## config.mk

```make
export PLATFORM = sky130hd
export DESIGN_NAME = gie_top
export DESIGN_NICKNAME = d
export VERILOG_FILES = /design/src/rtl/gie_pkg.sv /design/src/rtl/gie_ffs.sv /design/src/rtl/gie_group.sv /design/src/rtl/gie_top.sv
export SDC_FILE = /design/constraint.sdc
export NUM_CORES = 1
export LEC_CHECK = 0
export CAP_MARGIN = 20
export CELL_PAD_IN_SITES_DETAIL_PLACEMENT = 1
export CELL_PAD_IN_SITES_GLOBAL_PLACEMENT = 1
export CORE_ASPECT_RATIO = 1.5
export CORE_MARGIN = 2
export CORE_UTILIZATION = 51
export CTS_CLUSTER_DIAMETER = 50
export CTS_CLUSTER_SIZE = 30
export DETAILED_ROUTE_END_ITERATION = 10
export DONT_BUFFER_PORTS = 1
export PLACE_DENSITY_LB_ADDON = 0.2
export SLEW_MARGIN = 20
export SYNTH_ARGS = -nofsm -noshare
export SYNTH_HDL_FRONTEND = slang
export SYNTH_SLANG_ARGS = --single-unit
```

## constraint.sdc

```tcl
create_clock -name clk -period 2.88 [get_ports clk]
set_input_delay 0.576 -clock clk [delete_from_list [all_inputs] [get_ports clk]]
set_output_delay 0.576 -clock clk [all_outputs]
set_load 0.01 [all_outputs]
```

## src/rtl/gie_pkg.sv

```systemverilog
package gie_pkg;
    localparam int GIE_LINES  = 8;
    localparam int GIE_GROUPS = 12;
    localparam int GIE_LW     = $clog2(GIE_LINES);

    typedef struct packed {
        logic [GIE_LINES-1:0] flag;
        logic [GIE_LINES-1:0] en;
        logic                 ack;
        logic                 irq;
    } grp_state_t;

    typedef enum logic [1:0] {
        KIND_FLAG = 2'd0,
        KIND_EN   = 2'd1,
        KIND_ACK  = 2'd2,
        KIND_NONE = 2'd3
    } reg_kind_e;
endpackage

```

## src/rtl/gie_ffs.sv

```systemverilog
module gie_ffs #(
    parameter int N  = 8,
    parameter int IW = $clog2(N)
) (
    input  logic [N-1:0]  vec_i,
    output logic          hit_o,
    output logic [IW-1:0] idx_o
);
    always_comb begin
        hit_o = 1'b0;
        idx_o = '0;
        // scan downward so the lowest set bit is the last one written
        for (int i = N - 1; i >= 0; i--) begin
            if (vec_i[i]) begin
                hit_o = 1'b1;
                idx_o = IW'(i);
            end
        end
    end
endmodule

```

## src/rtl/gie_group.sv

```systemverilog
module gie_group
    import gie_pkg::*;
(
    input  logic                 clk,
    input  logic                 rst_n,
    input  logic [GIE_LINES-1:0] req_i,
    input  logic                 en_we_i,
    input  logic [GIE_LINES-1:0] wdata_i,
    input  logic                 ack_clr_i,
    input  logic                 fetch_i,
    output logic [GIE_LINES-1:0] flag_o,
    output logic [GIE_LINES-1:0] en_o,
    output logic                 ack_o,
    output logic                 irq_o,
    output logic [GIE_LW-1:0]    line_o
);
    grp_state_t           st_q, st_d;
    logic                 hit;
    logic [GIE_LW-1:0]    win;
    logic [GIE_LINES-1:0] clr;
    logic                 fire;

    gie_ffs #(.N(GIE_LINES)) u_ffs (
        .vec_i (st_q.flag & st_q.en),
        .hit_o (hit),
        .idx_o (win)
    );

    always_comb begin
        st_d = st_q;
        clr  = '0;
        if (fetch_i && hit) clr[win] = 1'b1;
        st_d.flag = (st_q.flag & ~clr) | req_i;
        if (en_we_i) st_d.en = wdata_i;
        fire      = !st_q.ack && (|(st_q.flag & st_q.en));
        st_d.ack  = (st_q.ack & ~ack_clr_i) | fire;
        st_d.irq  = fire;
    end

    always_ff @(posedge clk) begin
        if (!rst_n) st_q <= '0;
        else        st_q <= st_d;
    end

    assign flag_o = st_q.flag;
    assign en_o   = st_q.en;
    assign ack_o  = st_q.ack;
    assign irq_o  = st_q.irq;
    assign line_o = win;

    // a pulse is always accompanied by the latch
    a_r4_pulse_sets_ack: assert property (@(posedge clk) disable iff (!rst_n)
        irq_o |-> ack_o);
    // a held latch silences the group on the next cycle
    a_r3_acked_silent: assert property (@(posedge clk) disable iff (!rst_n)
        ack_o |=> !irq_o);
    // a pulse needs a line that was flagged and enabled
    a_r2_pulse_needs_enabled: assert property (@(posedge clk) disable iff (!rst_n)
        irq_o |-> $past(|(st_q.flag & st_q.en)));
    // flags never drop without a fetch
    a_r1_flag_sticky: assert property (@(posedge clk) disable iff (!rst_n)
        !fetch_i |=> (($past(st_q.flag) & ~st_q.flag) == '0));
    // a fetch drops at most one flag
    a_r6_single_clear: assert property (@(posedge clk) disable iff (!rst_n)
        fetch_i |=> ($countones($past(st_q.flag) & ~st_q.flag) <= 1));
endmodule

```

## src/rtl/gie_top.sv

```systemverilog
module gie_top
    import gie_pkg::*;
#(
    parameter int NUM_GROUPS = GIE_GROUPS,
    parameter int DATA_W     = 16,
    parameter int GW         = $clog2(NUM_GROUPS),
    parameter int ADDR_W     = GW + 2,
    parameter int VEC_W      = $clog2(NUM_GROUPS * GIE_LINES)
) (
    input  logic                            clk,
    input  logic                            rst_n,
    input  logic [NUM_GROUPS*GIE_LINES-1:0] periph_req,
    input  logic                            reg_we,
    input  logic [ADDR_W-1:0]               reg_addr,
    input  logic [DATA_W-1:0]               reg_wdata,
    output logic [DATA_W-1:0]               reg_rdata,
    output logic [NUM_GROUPS-1:0]           cpu_irq,
    input  logic                            vec_fetch,
    input  logic [GW-1:0]                   vec_group,
    output logic [VEC_W-1:0]                vec_index
);
    localparam int TOTAL = NUM_GROUPS * GIE_LINES;

    typedef struct packed {
        logic [DATA_W-1:0] rdata;
        logic [VEC_W-1:0]  vec;
    } top_state_t;

    top_state_t st_q, st_d;

    reg_kind_e                      kind;
    logic [GW-1:0]                  agrp;
    logic [NUM_GROUPS-1:0]          en_we, ack_clr, fetch_sel, ack_all;
    logic [GIE_LINES-1:0]           flag_a [NUM_GROUPS];
    logic [GIE_LINES-1:0]           en_a   [NUM_GROUPS];
    logic [GIE_LW-1:0]              line_a [NUM_GROUPS];

    assign kind = reg_kind_e'(reg_addr[ADDR_W-1 -: 2]);
    assign agrp = reg_addr[GW-1:0];

    for (genvar g = 0; g < NUM_GROUPS; g++) begin : g_grp
        assign en_we[g]     = reg_we && (kind == KIND_EN) && (agrp == GW'(g));
        assign ack_clr[g]   = reg_we && (kind == KIND_ACK) && reg_wdata[g];
        assign fetch_sel[g] = vec_fetch && (vec_group == GW'(g));

        gie_group u_grp (
            .clk       (clk),
            .rst_n     (rst_n),
            .req_i     (periph_req[g*GIE_LINES +: GIE_LINES]),
            .en_we_i   (en_we[g]),
            .wdata_i   (reg_wdata[GIE_LINES-1:0]),
            .ack_clr_i (ack_clr[g]),
            .fetch_i   (fetch_sel[g]),
            .flag_o    (flag_a[g]),
            .en_o      (en_a[g]),
            .ack_o     (ack_all[g]),
            .irq_o     (cpu_irq[g]),
            .line_o    (line_a[g])
        );
    end

    always_comb begin
        st_d = st_q;
        st_d.rdata = '0;
        for (int g = 0; g < NUM_GROUPS; g++) begin
            if (agrp == GW'(g)) begin
                if (kind == KIND_FLAG) st_d.rdata = DATA_W'(flag_a[g]);
                if (kind == KIND_EN)   st_d.rdata = DATA_W'(en_a[g]);
            end
            if (vec_fetch && vec_group == GW'(g))
                st_d.vec = VEC_W'(g * GIE_LINES) + VEC_W'(line_a[g]);
        end
        if (kind == KIND_ACK) st_d.rdata = DATA_W'(ack_all);
    end

    always_ff @(posedge clk) begin
        if (!rst_n) st_q <= '0;
        else        st_q <= st_d;
    end

    assign reg_rdata = st_q.rdata;
    assign vec_index = st_q.vec;

    initial begin
        a_r5_width_fits: assert (NUM_GROUPS <= DATA_W && GIE_LINES <= DATA_W);
    end

    // a fetch for a valid group yields an index inside that group
    a_r6_vec_in_group: assert property (@(posedge clk) disable iff (!rst_n)
        (vec_fetch && (int'(vec_group) < NUM_GROUPS)) |=>
        ((int'(vec_index) / GIE_LINES) == int'($past(vec_group))));
    a_r6_vec_range: assert property (@(posedge clk) disable iff (!rst_n)
        vec_fetch |=> (int'(vec_index) < TOTAL));
endmodule

```

Word-level counts from Yosys, hierarchy flattened
Cells that the tools add are included.
{"block": "totals", "wordCells": 575, "inputBits": 126, "register_bits": 239, "out_inout_bits": 35}
{"block": "classes", "bitwise_logic": 85, "n_mux": 277, "magnitude_cmp": 24, "eq_ne": 24, "n_addsub": 11, "n_reduce_logical": 103}
{"operator": "$mux 16", "n": 35}
{"operator": "$mux 3", "n": 96}
{"operator": "$and 8x8->8", "n": 24}
{"operator": "$mux 1", "n": 108}
{"operator": "$mux 8", "n": 13}
{"operator": "$not 8->8", "n": 12}
{"operator": "$or 8x8->8", "n": 12}
{"operator": "$reduce_or 8->1", "n": 12}
{"operator": "$mux 7", "n": 12}
{"operator": "$logic_and 1x1->1", "n": 74}
{"operator": "$lt 3x4->1 const B", "n": 12}
{"operator": "$demux 1 s3", "n": 12}
{"operator": "$ge 3x1->1 const B", "n": 12}
{"operator": "$eq 4x3->1 const B", "n": 8}
{"operator": "$eq 4x4->1 const B", "n": 8}
{"operator": "$add 6x3->7 const A", "n": 4}
{"operator": "$add 7x3->7 const A", "n": 4}
{"operator": "$eq 4x2->1 const B", "n": 4}
{"operator": "$not 1->1", "n": 13}
{"operator": "$add 5x3->6 const A", "n": 2}
{"operator": "$and 1x1->1", "n": 12}
{"operator": "$logic_not 1->1", "n": 12}
{"operator": "$mux 12", "n": 1}
{"operator": "$or 1x1->1", "n": 12}
{"operator": "8 further kinds", "n": 10}

Depth between registers and ports, before layout
Gate-level depths: netlist (run 1).
{"block": "depth", "ltp_word": 38, "depth_mapped": 10, "ltp_nobuf": 7}

Modules after synthesis
From an unflattened synthesis (run 1), not the netlist that was laid out.
{"block": "hier_totals", "cells_unflattened": 1459, "area_unflattened_um2": 13477.9}
{"mod": "gie_group", "cells_each": 72, "area_per_inst_um2": 764.5, "instances": 12, "seq_area_each_um2": 360.3}
{"mod": "gie_top", "cells_each": 439, "area_per_inst_um2": 3343.2, "instances": 1, "seq_area_each_um2": 380.4}
{"mod": "gie_ffs", "cells_each": 13, "area_per_inst_um2": 80.1, "instances": 12, "seq_area_each_um2": 0.0}

Worst setup path after synthesis (run 1)
No wires, ideal clock.
{"block": "synth_path", "path_kind": "input port to flip-flop", "start": "input port reg_addr[0]", "end": "register st_q, in the netlist reg_rdata[2]", "stages": 7, "path_buffers": 2, "setup_slack_ns": 0.802, "required_time_ns": 2.756, "setup_ns": 0.124, "arrival_time_ns": 1.954, "path_cell_list": "buf_2 -> buf_4 -> mux2_1 -> a221oi_2 -> a21oi_1 -> nor4_1 -> a21oi_1"}
{"block": "synth_between", "elab_chain_len": 36, "word_cells_on_any_way": 47, "classes_between": "eq/ne (11); mux (35); reduce/logical (1)"}
{"item": "start: declaration", "line_no": "gie_top.sv:14", "rtl": "input logic [ADDR_W-1:0] reg_addr,"}
{"item": "$logic_not 4->1", "line_no": "gie_top.sv:66", "rtl": "if (agrp == GW'(g)) begin"}
{"item": "$mux 16", "line_no": "gie_top.sv:66"}
{"item": "$mux 16", "line_no": "gie_top.sv:67", "rtl": "if (kind == KIND_FLAG) st_d.rdata = DATA_W'(flag_a[g]);"}
{"item": "$mux 16", "line_no": "gie_top.sv:68", "rtl": "if (kind == KIND_EN) st_d.rdata = DATA_W'(en_a[g]);"}
{"item": "$mux 16", "line_no": "gie_top.sv:66"}
{"item": "$mux 16", "line_no": "gie_top.sv:67"}
{"item": "$mux 16", "line_no": "gie_top.sv:68"}
{"item": "$mux 16", "line_no": "gie_top.sv:66"}
{"item": "[... 20 more ...]"}
{"item": "$mux 16", "line_no": "gie_top.sv:66"}
{"item": "$mux 16", "line_no": "gie_top.sv:67"}
{"item": "$mux 16", "line_no": "gie_top.sv:68"}
{"item": "$mux 16", "line_no": "gie_top.sv:66"}
{"item": "$mux 16", "line_no": "gie_top.sv:67"}
{"item": "$mux 16", "line_no": "gie_top.sv:68"}
{"item": "$mux 16 *", "line_no": "gie_top.sv:66"}
{"item": "$mux 12 *", "line_no": "gie_top.sv:73", "rtl": "if (kind == KIND_ACK) st_d.rdata = DATA_W'(ack_all);"}
{"item": "end signal: assignment", "line_no": "gie_top.sv:78", "rtl": "else st_q <= st_d;"}
{"item": "end: declaration", "line_no": "gie_top.sv:29", "rtl": "top_state_t st_q, st_d;"}
Every way passes the cells marked *; elsewhere a longest branch is shown, timed or not.
A chain may end at the register's enable or synchronous reset.

Worst setup path after layout (run 1)
{"block": "layout_path", "start": "register g_grp[4].u_grp.st_q, in the netlist g_grp[4].u_grp.flag_o[4]", "end": "register st_q, in the netlist vec_index[1]"}
{"block": "layout_between", "elab_chain_len": 15}
{"item": "start: declaration", "line_no": "gie_group.sv:17", "rtl": "grp_state_t st_q, st_d;"}
{"item": "start signal: assignment", "line_no": "gie_group.sv:42", "rtl": "else st_q <= st_d;"}
{"item": "$and 8x8->8", "line_no": "gie_group.sv:24", "rtl": ".vec_i (st_q.flag & st_q.en),"}
{"item": "$mux 3 (5 in series)", "line_no": "gie_ffs.sv:14", "rtl": "if (vec_i[i]) begin"}
{"item": "$add 6x3->7", "line_no": "gie_top.sv:71", "rtl": "st_d.vec = VEC_W'(g * GIE_LINES) + VEC_W'(line_a[g]);"}
{"item": "$mux 7 (8 in series)", "line_no": "gie_top.sv:70", "rtl": "if (vec_fetch && vec_group == GW'(g))"}
No other way between the ends.

==> run summary, run 1 <==
status - finished clean
worst-path fanout max - 4
Starting Density - 51.6%
critical path endpoint category - flop
R2R Setup Slk - 0.62 ns
Max-slew headroom - 40.2%
register area share after synthesis - 38.7%
Slew Viols, Final - 0
input/output buffers - 0
first-pass GRT wire length - 74600 µm
Max clock buf depth - 3
Hold WS - 0.152 ns
CTS tree - built
Worst Clk Skew - 0.0258 ns
area grow syn2layout - 8.44%
Crit Path Class - reg2reg
final setup violating endpoints - 0
Vias - 12.2k
CP Launch Type - flop
setup TNS - 0 ns
RSZ-0062 raised after global routing - false
CP arrival - 2.72 ns
Seq cells post-synth - 235
Avg Cell Area, Syn - 7.97 µm²
Final Cycle Share - 78.5%
initial antenna violation count - 1
CTS sink count - 235
Worst Hold Class - in2reg
total track usage - 39.4%
Mapped Cells - 1526
routed wire length - 50100 µm
nets@finish - 1623
Final Critical Period - 2.26 ns
Final Hold Viols - 0
total power - 7280 µW
Die Span X - 130 µm
synthesized cell area - 12200 µm²
PwrDens - 552 nW/µm²
commonest non-fill, non-tap cells in the layout - 235 x nand2_1, 235 x dfxtp_1, 181 x nor2_1
number of synthesized flops with an enable pin - 0
vias in the first global route - 12.6k
ys flop type - dfxtp_1
Core Region - 23600 µm²
Detail Route Antenna Nets - 0
vias per std cell - 6.64
total congestion overflow - 0
# hold bufs at CTS - 0
post-CTS setup buffers - 0
DRC - 0
dpl hpwl - 37200 µm
pin count of the biggest net entering global routing - 80
# H-tree levels - 1
clk_lat worst skew - 0.54 ns
Required @ worst endpoint - 3.33 ns
ys async rst share - 0%
CTS Buf Count - 23
CTS root buffer - clkbuf_16
VDD IR max - 0.000766 V
IO Pins - 161
Netlist cell types - 74
worst-margin pin slew - 0.888 ns
Die Span Y - 193 µm
ratio of cells with drive above 1 in the final layout - 8.06%
f_max - 0.442 GHz
drt pass-1 iters - 5
clock slew at reported path FFs - 0.08 ns
Routability Congestion - 1.05
Rows - 69
Yosys Warn Count - 0
post_cts resized - 0
violation count after the first detailed-route iteration - 899
filler cell count - 2913
die area - 25100 µm²
leakage power - 0.00509 µW
Max-cap violations - 0
DR WL/cell - 27.3 µm
per-stage QoR:
step           util [%]  instance area (µm²)  std cells  worst slack (ns)
3_5_place_dp       52.5                12400       1791             0.477
4_1_cts            55.9                13200       1832             0.682
6_report           56.0                13200       1834             0.619
2_1_floorplan         -                12200       1529             0.802
5_1_grt            55.9                13200       1832             0.530
3_3_place_gp       52.5                12400       1791             0.500
synth_stat cells (19+ instances only):
| master | instances | share of area [%] |
|---|---|---|
| nor2_1 | 181 | 5.6 |
| nand2_1 | 235 | 7.3 |
| nor3_1 | 24 | 0.99 |
| a21oi_1 | 160 | 6.6 |
| nand3_1 | 64 | 2.6 |
| dfxtp_1 | 235 | 39 |
| buf_2 | 24 | 0.99 |
| a22oi_1 | 37 | 2.3 |
| o21ai_0 | 45 | 1.9 |
| inv_1 | 32 | 0.99 |
| clkbuf_1 | 42 | 1.3 |
| buf_4 | 23 | 1.4 |
| nand2b_1 | 22 | 1.1 |
| mux2i_1 | 101 | 8.3 |
| a31oi_1 | 20 | 1.0 |
| o22ai_1 | 19 | 0.98 |
state kept, by name, summed over array words and instances, names as in the netlist:
signal	cells
g_grp.u_grp.en_o	96
vec_index	7
g_grp.u_grp.irq_o	12
g_grp.u_grp.ack_o	12
reg_rdata	12
g_grp.u_grp.flag_o	96
where the power goes:
part / switching (µW) / total [µW] / internal, µW
Combinational: 304 / 499 / 195
Clock: 1500 / 3250 / 1750
Sequential: 167 / 3530 / 3370
Total: 1970 / 7280 / 5310
critical path, stage by stage (launching register included):
cell	delay, ns
dfxtp_1	0.43
a22oi_1	0.37
nand2_1	0.12
a211oi_1	0.41
o22ai_1	0.13
o21ai_0	0.42
o21ai_1	0.16
a21oi_1	0.16
layer usage:
metal,global-route usage [%],routed length (µm)
met1,44.6,18400
met5,0,0
met3,7.70,3780
met4,26.5,4010
met2,66.6,23900
final timing paths:
kind / to / cells after the start / from
setup / recovery: vec_index[1] / 7 / g_grp[4].u_grp.flag_o[4]
hold / removal: g_grp[10].u_grp.ack_o / 1 / reg_wdata[10]
setup reg to reg: vec_index[1] / 7 / g_grp[4].u_grp.flag_o[4]
hold reg to reg: g_grp[11].u_grp.en_o[3] / 2 / g_grp[11].u_grp.en_o[3]
kinds of logic (layout without fill, tap and decap cells):
family                    count (synthesis)  count (layout)  synth area share, %
muxes                                   112             112                 9.61
other                                     1               6               0.0308
AOI/OAI and AO/OA                       416             416                 22.2
DFF                                     235             235                 38.7
xor gates and xnor gates                  2               2                0.144
and+or+nand+nor                         633             633                 24.2
buffers and inverters                   127             111                 5.12
cell type report:
class | instances | area [µm²] | area share [%]
clock buffers | 24 | 589 | 4.47
repair buffers | 38 | 298 | 2.26
clock inverters | 17 | 221 | 1.68
well taps | 319 | 399 | 3.03
flip-flops and latches | 235 | 4700 | 35.7
diodes | 2 | 5.00 | 0.0379
inverters | 32 | 125 | 0.949
multi-input cells | 1167 | 6850 | 51.9
No activity file was read; power rests on OpenSTA's default activity.
==> run 2, diff against run 1 <==
--- a/config.mk
+++ b/config.mk
@@ -10,7 +10,7 @@
 export CELL_PAD_IN_SITES_GLOBAL_PLACEMENT = 1
 export CORE_ASPECT_RATIO = 1.5
 export CORE_MARGIN = 2
-export CORE_UTILIZATION = 51
+export CORE_UTILIZATION = 48
 export CTS_CLUSTER_DIAMETER = 50
 export CTS_CLUSTER_SIZE = 30
 export DETAILED_ROUTE_END_ITERATION = 10
==> constraint.sdc (replaced) <==
create_clock -name clk -period 2.35 [get_ports clk]
set_input_delay 0.47 -clock clk [delete_from_list [all_inputs] [get_ports clk]]
set_output_delay 0.47 -clock clk [all_outputs]
set_load 0.01 [all_outputs]
==> run 2 against run 1 <==
Net effect: final area rose by 1.6%; highest routed layer unchanged; count of clock-buffer cells in the layout rose by 2; sequential cell count did not move; critical path type unchanged; via count rose by 0.77%; critical path depth did not move; global-route usage fell by 2.1 points; wire length rose by 0.76%; clock skew fell by 0.011 ns; register-to-register slack got worse by 0.50 ns; maximum frequency rose by 1.2%.
==> run summary, run 2 (synthesis results as in run 1) <==
CTS sink count - 235
area grow syn2layout - 10.2%
CTS tree - built
CTS Buf Count - 24
Vias - 12.3k
die area - 26700 µm²
commonest non-fill, non-tap cells in the layout - 235 x nand2_1, 235 x dfxtp_1, 181 x nor2_1
nets@finish - 1652
Required @ worst endpoint - 2.80 ns
clock slew at reported path FFs - 0.07 ns
first-pass GRT wire length - 75000 µm
Worst Clk Skew - 0.0146 ns
Max-cap violations - 0
routed wire length - 50500 µm
Final Cycle Share - 95.1%
leakage power - 0.00523 µW
drt pass-1 iters - 5
vias in the first global route - 12.4k
violation count after the first detailed-route iteration - 934
Worst Hold Class - in2reg
status - finished clean
Final Critical Period - 2.23 ns
RSZ-0062 raised after global routing - false
total track usage - 37.3%
worst-path fanout max - 7
vias per std cell - 6.55
Final WS setup - 0.115 ns
input/output buffers - 0
ratio of cells with drive above 1 in the final layout - 9.79%
total power - 9060 µW
CP arrival - 2.69 ns
Crit Path Class - reg2reg
Slew Viols, Final - 0
Core Region - 25000 µm²
Routability Congestion - 1.01
IO Pins - 161
setup TNS - 0 ns
Max clock buf depth - 3
Final Hold Viols - 0
clk_lat worst skew - 0.55 ns
post-CTS setup buffers - 0
CP Launch Type - flop
# H-tree levels - 1
f_max - 0.447 GHz
Die Span X - 134 µm
VDD IR max - 0.000595 V
pin count of the biggest net entering global routing - 80
initial antenna violation count - 1
# hold bufs at CTS - 0
critical path endpoint category - flop
Detail Route Antenna Nets - 0
CTS root buffer - clkbuf_16
PwrDens - 676 nW/µm²
DR WL/cell - 27.0 µm
Max-slew headroom - 58.2%
Starting Density - 48.7%
worst-margin pin slew - 0.625 ns
DP Worst Slack - 0.122 ns
Die Span Y - 199 µm
DRC - 0
dpl hpwl - 37700 µm
total congestion overflow - 0
final setup violating endpoints - 0
Rows - 71
post_cts resized - 0
[run 2: cell types whose count changed in the layout (fill, tap and decap cells not counted), sizes merged]
| cell | delta |
|---|---|
| buf | +28 |
| clkinv | -3 |
| clkbuf | +2 |
| clkinvlp | +2 |
| diode | -1 |
| inv | +1 |
[run 2: through the flow]
stage	util, %	area, µm²	hold WS [ns]	instances
after floorplan	-	12200	0.422	1529
after global placement	50.4	12600	0.441	1828
after detailed placement	50.4	12600	0.458	1828
after CTS	53.7	13400	0.0203	1871
after global routing	53.7	13400	0.0320	1871
final	53.7	13400	0.0302	1872
[run 2: path summary, 6_finish.rpt]
path              cells after the start  slack [ns]                      end                startpoint
setup / recovery                      7        0.12             vec_index[0]  g_grp[0].u_grp.flag_o[6]
hold / removal                        1        0.03    g_grp[10].u_grp.ack_o             reg_wdata[10]
setup reg to reg                      7        0.12             vec_index[0]  g_grp[0].u_grp.flag_o[6]
hold reg to reg                       2        0.48  g_grp[11].u_grp.en_o[3]   g_grp[11].u_grp.en_o[3]
[run 2: area by class of cell]
| type | instances | area (µm²) |
|---|---|---|
| diodes | 1 | 2.50 |
| clock buffers | 26 | 629 |
| clock inverters | 17 | 191 |
| fillers | 3087 | 11600 |
| inverters | 32 | 125 |
| multi-input cells | 1167 | 6850 |
| flip-flops and latches | 235 | 4700 |
| well taps | 328 | 410 |
| repair buffers | 66 | 495 |
[run 2: power by group]
part / internal, µW / switching (µW) / leakage [µW]
clock: 2230 / 1860 / 0.000397
sequential: 4130 / 204 / 0.00193
combinational: 255 / 385 / 0.00290
total: 6610 / 2450 / 0.00523
[run 2: worst max-delay path: stages, from the launching register on]
cell and delay, ns:
dfxtp_1 0.42, nand2_1 0.09, a32oi_1 0.22, a2bb2oi_1 0.56
mux2_1 0.34, o211ai_1 0.11, and3_1 0.20, a31o_1 0.20
[run 2: per-layer routing]
layer  vias to the layer above  routed length (µm)  global-route usage [%]
li1                       5500                   -                       -
met1                      5999               18400                    41.6
met2                       564               24500                    65.8
met3                       200                3890                    6.32
met4                         0                3710                    23.0
met5                         -                   0                       0
==> run 3, diff against run 2 <==
--- a/config.mk
+++ b/config.mk
@@ -16,6 +16,7 @@
 export DETAILED_ROUTE_END_ITERATION = 10
 export DONT_BUFFER_PORTS = 1
 export PLACE_DENSITY_LB_ADDON = 0.2
+export SETUP_SLACK_MARGIN = 0.4
 export SLEW_MARGIN = 20
 export SYNTH_ARGS = -nofsm -noshare
 export SYNTH_HDL_FRONTEND = slang
==> run 3 against run 2 <==
Net effect: via count grew 0.15%; wire length shrank 2.6%; hold slack gained 0.0060 ns; first-iteration DRC count grew 15%; largest cell class unchanged.
==> run summary, run 3 (synthesis results as in run 1) <==
FF-to-FF path depth - 7
Die Span X - 134 µm
Clk pwr share - 43.2%
sw frac - 28.1%
Slew Viols, Final - 0
filler cell count - 3071
Detail Route Antenna Nets - 0
first-pass GRT wire length - 73600 µm
worst-margin pin slew - 0.649 ns
Int Pwr - 6280 µW
Max-slew headroom - 56.5%
Layout Cells excl Fill - 1865
area grow syn2layout - 10.4%
total congestion overflow - 0
ratio of cells with drive above 1 in the final layout - 10.9%
Final WS setup - 0.420 ns
drt pass-1 iters - 5
Final Hold Viols - 0
post-route cell area - 13400 µm²
# hold bufs at CTS - 0
worst-path fanout max - 7
Final Cycle Share - 82.1%
worst reg2reg endpoint - vec_index[0]
CP Launch Type - flop
Starting Density - 48.7%
critical path endpoint category - flop
total track usage - 36.1%
DR WL/cell - 26.4 µm
CTS Buf Count - 22
FF/Latch Area - 4710 µm²
die area - 26700 µm²
clock slew at reported path FFs - 0.09 ns
VDD IR max - 0.000730 V
vias in the first global route - 12.5k
Final Critical Period - 1.93 ns
violation count after the first detailed-route iteration - 1070
Reg power frac - 49.7%
n_diodes - 0
commonest non-fill, non-tap cells in the layout - 234 x nand2_1, 232 x dfxtp_1, 181 x nor2_1
R2R Path Start - g_grp[0].u_grp.flag_o[6]
worst setup path endpoint - vec_index[0]
Core Region - 25000 µm²
final setup violating endpoints - 0
RSZ-0062 raised after global routing - true
crit-path cells - nand2_1, a32oi_1, a2bb2oi_2, mux2_2, o211ai_1, and3_1, a31o_1
PwrDens - 650 nW/µm²
DP Worst Slack - 0.0730 ns
CP max stage delay - 0.44 ns
Vias - 12.3k
Worst Clk Skew - 0.0130 ns
CP startpoint - g_grp[0].u_grp.flag_o[6]
# H-tree levels - 1
CTS sink count - 235
status - finished clean
dpl hpwl - 36600 µm
most common cell after layout, fill and taps aside - nand2_1
Rows - 71
Die Span Y - 199 µm
Worst Hold Class - in2reg
pin count of the biggest net entering global routing - 80
Max-cap violations - 0
switching power - 2460 µW
DP Cell Count - 1820
setup TNS - 0 ns
Crit Path Class - reg2reg
leakage power - 0.00520 µW
cell family with most CP delay - compound AO/OA/AOI/OAI gates
f_max - 0.518 GHz
slowest CP cell - dfxtp_1
Crit path depth - 7
R2R Setup Slk - 0.42 ns
vias per std cell - 6.59
routed wire length - 49100 µm
Max clock buf depth - 3
Routability Congestion - 1.00
area occupied by multi-input gates - 6940 µm²
DP Area - 12500 µm²
CTS root buffer - clkbuf_16
IO Pins - 161
input/output buffers - 0
clk_lat worst skew - 0.55 ns
DRC - 0
CTS tree - built
CP arrival - 2.36 ns
buffer and inverter count on the worst path - 0
Comb pwr share - 7.1%
Required @ worst endpoint - 2.78 ns
nets@finish - 1647
initial antenna violation count - 1
-- run 3: cell type report --
class / instances / share of cell area [%]
clock buffer: 25 / 4.33
clock inverter: 15 / 1.31
sequential: 235 / 35.1
multi-input combinational: 1167 / 51.7
timing repair buffer: 63 / 3.61
tap: 328 / 3.06
inverter: 32 / 0.932
-- run 3: how the worst min path moves through the flow --
| stage | start | endpoint | slack, ns | depth (start not counted) |
|---|---|---|---|---|
| global placement | g_grp[11].u_grp.ack_o | g_grp[11].u_grp.irq_o | 0.44 | 1 |
| floorplan | g_grp[7].u_grp.ack_o | g_grp[7].u_grp.irq_o | 0.42 | 1 |
| CTS | reg_wdata[0] | g_grp[0].u_grp.ack_o | 0.03 | 1 |
| finish | reg_wdata[0] | g_grp[0].u_grp.ack_o | 0.04 | 1 |
| detailed placement | g_grp[11].u_grp.ack_o | g_grp[11].u_grp.irq_o | 0.46 | 1 |
| global route | reg_wdata[0] | g_grp[0].u_grp.ack_o | 0.02 | 1 |
-- run 3: power groups by stage --
| stage | combinational (µW) | sequential, µW | clock (µW) |
|---|---|---|---|
| 3_3_place_gp | 587 | 4410 | 0 |
| 2_1_floorplan | 516 | 4320 | 0 |
| 5_1_grt | 669 | 4350 | 3960 |
| 4_1_cts | 609 | 4320 | 3810 |
| 3_5_place_dp | 603 | 4410 | 0 |
| 6_report | 623 | 4340 | 3780 |
-- run 3: repair_timing --
| item | 4_1_cts | 5_1_grt |
|---|---|---|
| gates resized for setup | 7 | 18 |
| pin swaps | 0 | 4 |
| buffers inserted | 0 | 5 |
| hold endpoints to repair | 0 | 0 |
| setup endpoints to repair | 5 | 16 |
| cloned | 0 | 0 |
-- run 3: through the flow --
stage / hold WS, ns / util, % / total power (µW)
CTS: 0.0274 / 53.4 / 8750
global route: 0.0233 / 53.8 / 8980
global placement: 0.442 / 50.2 / 5000
floorplan: 0.422 / - / 4840
finish: 0.0361 / 53.8 / 8740
detailed placement: 0.459 / 50.2 / 5020
-- run 3: layer usage --
layer,vias to the layer above,track usage (%),share of wire (%)
met5,-,0,0.031
met4,2,25.4,8.1
met3,230,7.26,8.1
met2,614,60.7,47
met1,5956,40.8,37
li1,5480,-,-
